### src/rtl/txq_pkg.sv
package txq_pkg;
  typedef struct packed {
    logic push;
    logic pop;
    logic flush;
  } txq_op_t;
endpackage

### src/rtl/txq_store.sv
module txq_store
  import txq_pkg::*;
#(
  parameter int W     = 8,
  parameter int DEPTH = 4,
  localparam int PW   = (DEPTH > 1) ? $clog2(DEPTH) : 1,
  localparam int CW   = $clog2(DEPTH + 1)
) (
  input  logic          clk,
  input  logic          rst_n,
  input  txq_op_t       op,
  input  logic [W-1:0]  wr_data,
  output logic [W-1:0]  rd_data,
  output logic [CW-1:0] count,
  output logic          pop_empty
);
  logic [W-1:0]  slot [DEPTH];
  logic [PW-1:0] wp_q, rp_q;
  logic [CW-1:0] cnt_q;
  logic          do_pop, do_push;

  function automatic logic [PW-1:0] bump(input logic [PW-1:0] p);
    return (p == PW'(DEPTH - 1)) ? '0 : p + 1'b1;
  endfunction

  assign do_pop    = op.pop && (cnt_q != '0);
  assign do_push   = op.push && ((cnt_q != CW'(DEPTH)) || do_pop);
  assign pop_empty = op.pop && (cnt_q == '0);

  always_ff @(posedge clk) begin
    if (!rst_n || op.flush) begin
      wp_q  <= '0;
      rp_q  <= '0;
      cnt_q <= '0;
    end else begin
      if (do_push) wp_q <= bump(wp_q);
      if (do_pop)  rp_q <= bump(rp_q);
      if (do_push && !do_pop)      cnt_q <= cnt_q + 1'b1;
      else if (do_pop && !do_push) cnt_q <= cnt_q - 1'b1;
    end
  end

  for (genvar g = 0; g < DEPTH; g++) begin : g_slot
    logic [W-1:0] q;
    always_ff @(posedge clk) begin
      if (do_push && !op.flush && wp_q == PW'(g)) q <= wr_data;
    end
    assign slot[g] = q;
  end

  assign rd_data = slot[rp_q];
  assign count   = cnt_q;

  p_no_overflow_r3: assert property (@(posedge clk) disable iff (!rst_n)
    cnt_q <= CW'(DEPTH));
  p_flush_empty_r6: assert property (@(posedge clk) disable iff (!rst_n)
    op.flush |=> (cnt_q == '0));
  p_full_drop_r3: assert property (@(posedge clk) disable iff (!rst_n)
    (cnt_q == CW'(DEPTH) && op.push && !op.pop && !op.flush)
      |=> (cnt_q == CW'(DEPTH) && $stable(wp_q)));
  p_full_swap_r4: assert property (@(posedge clk) disable iff (!rst_n)
    (cnt_q == CW'(DEPTH) && op.push && op.pop && !op.flush)
      |=> (cnt_q == CW'(DEPTH)));
endmodule

### src/rtl/txq_level.sv
module txq_level #(
  parameter int DEPTH = 4,
  localparam int CW   = $clog2(DEPTH + 1)
) (
  input  logic          clk,
  input  logic          rst_n,
  input  logic [CW-1:0] count,
  input  logic [1:0]    thr_code,
  output logic          full,
  output logic          empty,
  output logic          irq
);
  logic [CW-1:0] free_slots, need;

  assign free_slots = CW'(DEPTH) - count;
  assign need       = CW'(DEPTH) - CW'(thr_code);
  assign full       = (count == CW'(DEPTH));
  assign empty      = (count == '0);
  assign irq        = (free_slots >= need);

  p_empty_irq_r5: assert property (@(posedge clk) disable iff (!rst_n)
    empty |-> irq);
  p_full_quiet_r5: assert property (@(posedge clk) disable iff (!rst_n)
    full |-> !irq);
endmodule

### src/rtl/txq_udr.sv
module txq_udr (
  input  logic clk,
  input  logic rst_n,
  input  logic pop_empty,
  input  logic clr,
  output logic flag
);
  logic flag_q;

  always_ff @(posedge clk) begin
    if (!rst_n)         flag_q <= 1'b0;
    else if (pop_empty) flag_q <= 1'b1;
    else if (clr)       flag_q <= 1'b0;
  end

  assign flag = flag_q;

  p_udr_set_r8: assert property (@(posedge clk) disable iff (!rst_n)
    pop_empty |=> flag_q);
  p_udr_sticky_r9: assert property (@(posedge clk) disable iff (!rst_n)
    (flag_q && !clr) |=> flag_q);
endmodule

### src/rtl/txq_hdlc_tx.sv
module txq_hdlc_tx
  import txq_pkg::*;
#(
  parameter int W     = 8,
  parameter int DEPTH = 4,
  localparam int CW   = $clog2(DEPTH + 1)
) (
  input  logic         clk,
  input  logic         rst_n,
  input  logic [1:0]   thr_code,
  input  logic         cmd_flush,
  input  logic         cmd_clr_udr,
  input  logic         wr_valid,
  input  logic [W-1:0] wr_data,
  output logic         wr_ready,
  output logic         rd_valid,
  output logic [W-1:0] rd_data,
  input  logic         rd_ready,
  input  logic         tx_abort,
  output logic         udr_flag,
  output logic         irq
);
  txq_op_t       op;
  logic [CW-1:0] count;
  logic          full, empty, pop_empty;

  assign op.push  = wr_valid;
  assign op.pop   = rd_ready;
  assign op.flush = cmd_flush | tx_abort;

  txq_store #(.W(W), .DEPTH(DEPTH)) u_store (
    .clk(clk), .rst_n(rst_n), .op(op), .wr_data(wr_data),
    .rd_data(rd_data), .count(count), .pop_empty(pop_empty)
  );

  txq_level #(.DEPTH(DEPTH)) u_level (
    .clk(clk), .rst_n(rst_n), .count(count), .thr_code(thr_code),
    .full(full), .empty(empty), .irq(irq)
  );

  txq_udr u_udr (
    .clk(clk), .rst_n(rst_n), .pop_empty(pop_empty),
    .clr(cmd_clr_udr), .flag(udr_flag)
  );

  assign wr_ready = !full;
  assign rd_valid = !empty;

  p_abort_empty_r7: assert property (@(posedge clk) disable iff (!rst_n)
    tx_abort |=> !rd_valid);
  p_flush_beats_push_r10: assert property (@(posedge clk) disable iff (!rst_n)
    (cmd_flush && wr_valid) |=> (wr_ready && !rd_valid));
endmodule

### config.mk
export PLATFORM = sky130hd
export DESIGN_NAME = txq_hdlc_tx
export DESIGN_NICKNAME = d
export VERILOG_FILES = /design/src/rtl/txq_pkg.sv /design/src/rtl/txq_store.sv /design/src/rtl/txq_level.sv /design/src/rtl/txq_udr.sv /design/src/rtl/txq_hdlc_tx.sv
export SDC_FILE = /design/constraint.sdc
export NUM_CORES = 1
export LEC_CHECK = 0
export BUFFER_PORTS_ARGS = -buffer_cell sky130_fd_sc_hd__buf_2
export CAP_MARGIN = 25
export CORE_UTILIZATION = 35
export CTS_CLUSTER_SIZE = 25
export DETAILED_ROUTE_END_ITERATION = 12
export PLACE_DENSITY = 0.55
export SYNTH_ARGS = -nofsm -noshare
export SYNTH_HDL_FRONTEND = slang
export SYNTH_SLANG_ARGS = --single-unit
### constraint.sdc
create_clock -name clk -period 5.09 [get_ports clk]
set_input_delay 0 -clock clk [delete_from_list [all_inputs] [get_ports clk]]
set_output_delay 0 -clock clk [all_outputs]
set_load 0.01 [all_outputs]
# Yosys cells after proc, flatten, opt, wreduce, memory -nomap -nowiden
# Index checks and enable logic that the tools add are counted.
# op_classes
n_lt_le_gt_ge,2
n_eq_ne,6
div_mod_pow,0
muxes,9
n_reduce_logical,23
mul,0
n_bitwise,2
n_shift,0
add_sub_neg,6
# op_table
op,n
$bmux 8 s2,1
$mux 8,2
$logic_and 1x1->1,10
$eq 2x2->1 const B,3
$logic_not 1->1,6
$mux 3,2
$add 2x1->2 const B,2
$mux 2,2
$reduce_bool 2->1,2
$add 3x1->3 const B,1
$eq 3x3->1 const B,1
$ge 3x3->1,1
$ge 3x3->1 const B,1
$logic_not 3->1,1
$ne 3x3->1 const B,1
$not 2->3,1
$reduce_bool 3->1,1
$sub 3x1->3 const B,1
$sub 3x2->3 const A,1
$sub 3x3->3 const A,1
$eq 2x1->1 const B,1
$logic_not 2->1,1
$logic_or 1x1->1,2
$mux 1,2
$or 1x1->1,1
# totals
latchBits,0
romBits,0
mem_count,0
ramBits,0
regBits,40
in_bits,17

# Logic depth before layout (Yosys ltp)
# logic_depth
word_depth,8
mapped_depth,12
ltp_nobuf,12

# By module
# A second synthesis with hierarchy kept.
# hier_totals
hier_cells,115
hier_area_um2,1801.7
# modules_own_cells
mod,cells_each,area_per_inst_um2,seq_area_each_um2,n_inst
txq_store,90,1609.0,1101.1,1
txq_level,19,137.6,0.0,1
txq_udr,3,41.3,20.0,1
txq_hdlc_tx,3,13.8,0.0,1

# Worst setup path before layout
# OpenSTA, ideal clock, no wires.
# synth_timing
kind,reg2reg
from,register u_store.cnt_q[0] (netlist: u_store.count[0])
to,register u_store.cnt_q[2] (netlist: u_store.count[2])
path_slack_ps,2387
required_ps,5020
arrival_time_ps,2633
path_stages_with_launch,13
cell_sequence,dfxtp_1 -> inv_1 -> ha_1 -> ha_1 -> nor2b_1 -> inv_2 -> a21boi_2 -> ha_1 -> inv_1 -> fa_1 -> xor2_1 -> or3_1 -> a21oi_1
# synth_via
elab_chain_cells,7
word_cells_on_any_way,14
# synth_rtl
item,line_no,text
start: declaration,txq_store.sv:19,logic [CW-1:0] cnt_q;
start signal: assignment,txq_store.sv:38,if (do_push && !do_pop) cnt_q <= cnt_q + 1'b1;
start signal: assignment,txq_store.sv:39,else if (do_pop && !do_push) cnt_q <= cnt_q - 1'b1;
$reduce_bool 3->1,txq_store.sv:26,assign do_pop = op.pop && (cnt_q != '0);
$logic_and 1x1->1,txq_store.sv:26,
$logic_or 1x1->1 (*),txq_store.sv:27,assign do_push = op.push && ((cnt_q != CW'(DEPTH)) || do_pop);
$logic_and 1x1->1 (*),txq_store.sv:27,
named net u_store.do_push,txq_store.sv:20,"logic do_pop, do_push;"
$logic_not 1->1,txq_store.sv:39,
$logic_and 1x1->1,txq_store.sv:39,
$reduce_bool 2->1 (no source line),n/a,
# The timed path passes the listed nets; every way through them passes the cells marked *. The select of a mux whose other input is x is not followed.
# A chain may end at the register's enable or synchronous reset.

# Final worst setup path
# Ends and elaborated chain as after synthesis.

==> metrics <==
later-pin clock latency in the skew report ~0.28 ns; clock slew at reported path FFs 0.07 ns; DP Cell Count between 200 and 250; Area Growth Syn to Fin 22.6%; total gr overflow 0; status complete, no violations; sequential area share after synthesis 63.4%; Residual DRC 0; Yosys cell types 26; GRT Overall Usage about an eighth; initial antenna violation count 0; WP data required 5.30 ns; clock sinks 40; CTS Buf Count 5; Pwr Density ~280 nW/µm²; pre-CTS setup slack 2.15 ns; Reg area 1120 µm²; post_cts resized 0; maximum clock rate 0.335 GHz; H-Tree Depth 2; Final Setup Violations 0; Ant. Diodes 0; Core Footprint 4790 µm²; Data arrival, critical path about 3.2 ns; P_leak 0.838 nW; DIE HEIGHT 73.1 µm; largest net degree at the start of global routing 13; Vias/cell 4.52; type of the worst min-delay path primary input to flip-flop; CTS Buffer Depth 2; remaining antenna violation count 0; Mapped Nets 144; final hold viol count 0; # Post-CTS Setup Buffers 0; maximum VDD drop roughly 160 µV; CTS tree done; min Tclk post-route 2.98 ns; Post-Syn Area 1770 µm²; Post-Syn Instances 113; CTS root buf clkbuf_8; Yosys warning total 0; total negative slack 0 ns; die width 73.1 µm; final instance count without filler cells 223; Final HPWL DP 2050 µm; max-cap violation count 0; CTS Hold Buffers Added 10; Synth async-reset ratio 0%; Setup CP Type flip-flop to flip-flop; worst-margin pin slew 0.670 ns; Site Rows 25; register bit total from synthesis 40; clk_skew 0.00769 ns; gpl congestion 0.777; initial core utilization a little under two fifths; Worst Setup End Kind flip-flop; first-pass GRT wire length between 4000 and 5000 µm; ranking of synthesized cells by area edfxtp_1 (54%), mux4_2 (10%), ha_1 (9.2%); max-slew violations 0; Fillers 435; Nets 186; flop2flop setup slack 2.11 ns; I/O pins 29; CP Launch Type flip-flop; Port Buf Inserts 28; Yosys top cell area share 54.3%; period utilization 58.6%; wire length per cell between 10 and 15 µm; Max FO, Critical Path 7; First-pass DRT Iterations 4; Post-synth EDFFs 32; Post-Route WL 2910 µm; multi-input combinational cell area 582 µm²; share of post-route cells with drive strength above 1 28.2%; vias approximately 1000; RSZ-0062 raised after global routing no; final worst slack 2.11 ns; leading area contributor after synthesis edfxtp_1; relative slew slack 55.3%; Synth Flop Type edfxtp_1; DR iter-0 viols 32; vias in the first global route 1090; syn avg cell area about 16 µm²; Fin Hold WS 0.0158 ns; die area approximately 5300 µm²; Tot Pwr ~0.6 mW
==> area by class of cell <==
cell class              count  area share [%]
well taps                  67            3.86
repair buffers             38            11.1
clock inverters             1           0.173
multi-input cells          56            26.8
clock buffers               7            3.98
inverters                  14            2.42
flip-flops and latches     40            51.7
==> power by group <==
part           leakage, nW  total (mW)  internal [mW]  switching, mW
sequential           0.354       0.359          0.357        0.00246
clock               0.0459       0.206          0.108         0.0972
combinational        0.438      0.0506         0.0268         0.0239
==> registers in the layout (all words and copies together) (netlist names) <==
signal,cells
u_store.count,3
u_store.rp_q,2
u_store.wp_q,2
u_udr.flag,1
u_store.g_slot.q,32
==> final timing paths <==
path | startpoint | end | cells past startpoint
max | u_store.count[0]$_SDFFE_PP0P_ | u_store.count[2]$_SDFFE_PP0P_ | 12
min | wr_valid | u_store.wp_q[1]$_SDFFE_PP0P_ | 3
max reg2reg | u_store.count[0]$_SDFFE_PP0P_ | u_store.count[2]$_SDFFE_PP0P_ | 12
min reg2reg | u_store.wp_q[0]$_SDFFE_PP0P_ | u_store.wp_q[0]$_SDFFE_PP0P_ | 2
==> synth_stat cells (all sizes together) (3+ instances only) <==
cell / number
edfxtp: 32
inv: 14
dfxtp: 8
ha: 13
and3: 4
mux4: 8
buf: 3
nand2: 4
nor2: 5
mux2i: 3
==> cell families (layout without fill, tap and decap cells) <==
| kind of cell | after synthesis | count (layout) | share of synthesized area (%) |
|---|---|---|---|
| multiplexers | 11 | 11 | 11.9 |
| flip-flops | 40 | 40 | 63.4 |
| buffers and inverters | 17 | 60 | 3.75 |
| AO/OA/AOI/OAI | 9 | 9 | 3.68 |
| XOR/XNOR | 2 | 2 | 0.990 |
| adder cells (fa/ha/maj) | 14 | 14 | 10.3 |
| AND/OR/NAND/NOR | 20 | 20 | 6.01 |
==> metrics by stage <==
stage / cell area [µm²] / utilization (%)
2_1_floorplan: 1770 / -
3_3_place_gp: 1980 / 41.4
3_5_place_dp: 1980 / 41.4
4_1_cts: 2170 / 45.3
5_1_grt: 2170 / 45.3
6_report: 2170 / 45.3
==> cell usage in the layout (no fill, tap or decap), types with 2 or more instances in the layout <==
cell type,instances
edfxtp_1,32
buf_2,28
inv_1,13
ha_1,13
dlygate4sd3_1,10
mux4_2,8
dfxtp_1,8
clkbuf_8,6
nor2_1,5
and3_1,4
nand2_1,4
mux2i_1,3
nand2b_1,2
a21o_1,2
xor2_1,2
or3_1,2
a21oi_1,2
==> per-layer routing <==
metal  vias to the layer above  share of wire [%]  track usage, %
li1                        497                  -               -
met1                       482                 44            15.3
met2                        24                 50            20.6
met3                         4                5.1            4.42
met4                         0                1.3            6.10
met5                         -                  0               0
==> worst max-delay path, stage by stage (launching register included) <==
cell and delay, ns:
dfxtp_1 0.40, inv_1 0.08, ha_1 0.22, ha_1 0.21, nor2b_1 0.31, inv_2 0.09, a21boi_2 0.31, ha_1 0.24
inv_1 0.06, fa_1 0.38, xor2_1 0.17, or3_1 0.30, a21oi_1 0.14
Power figures use the tool's default switching activity.
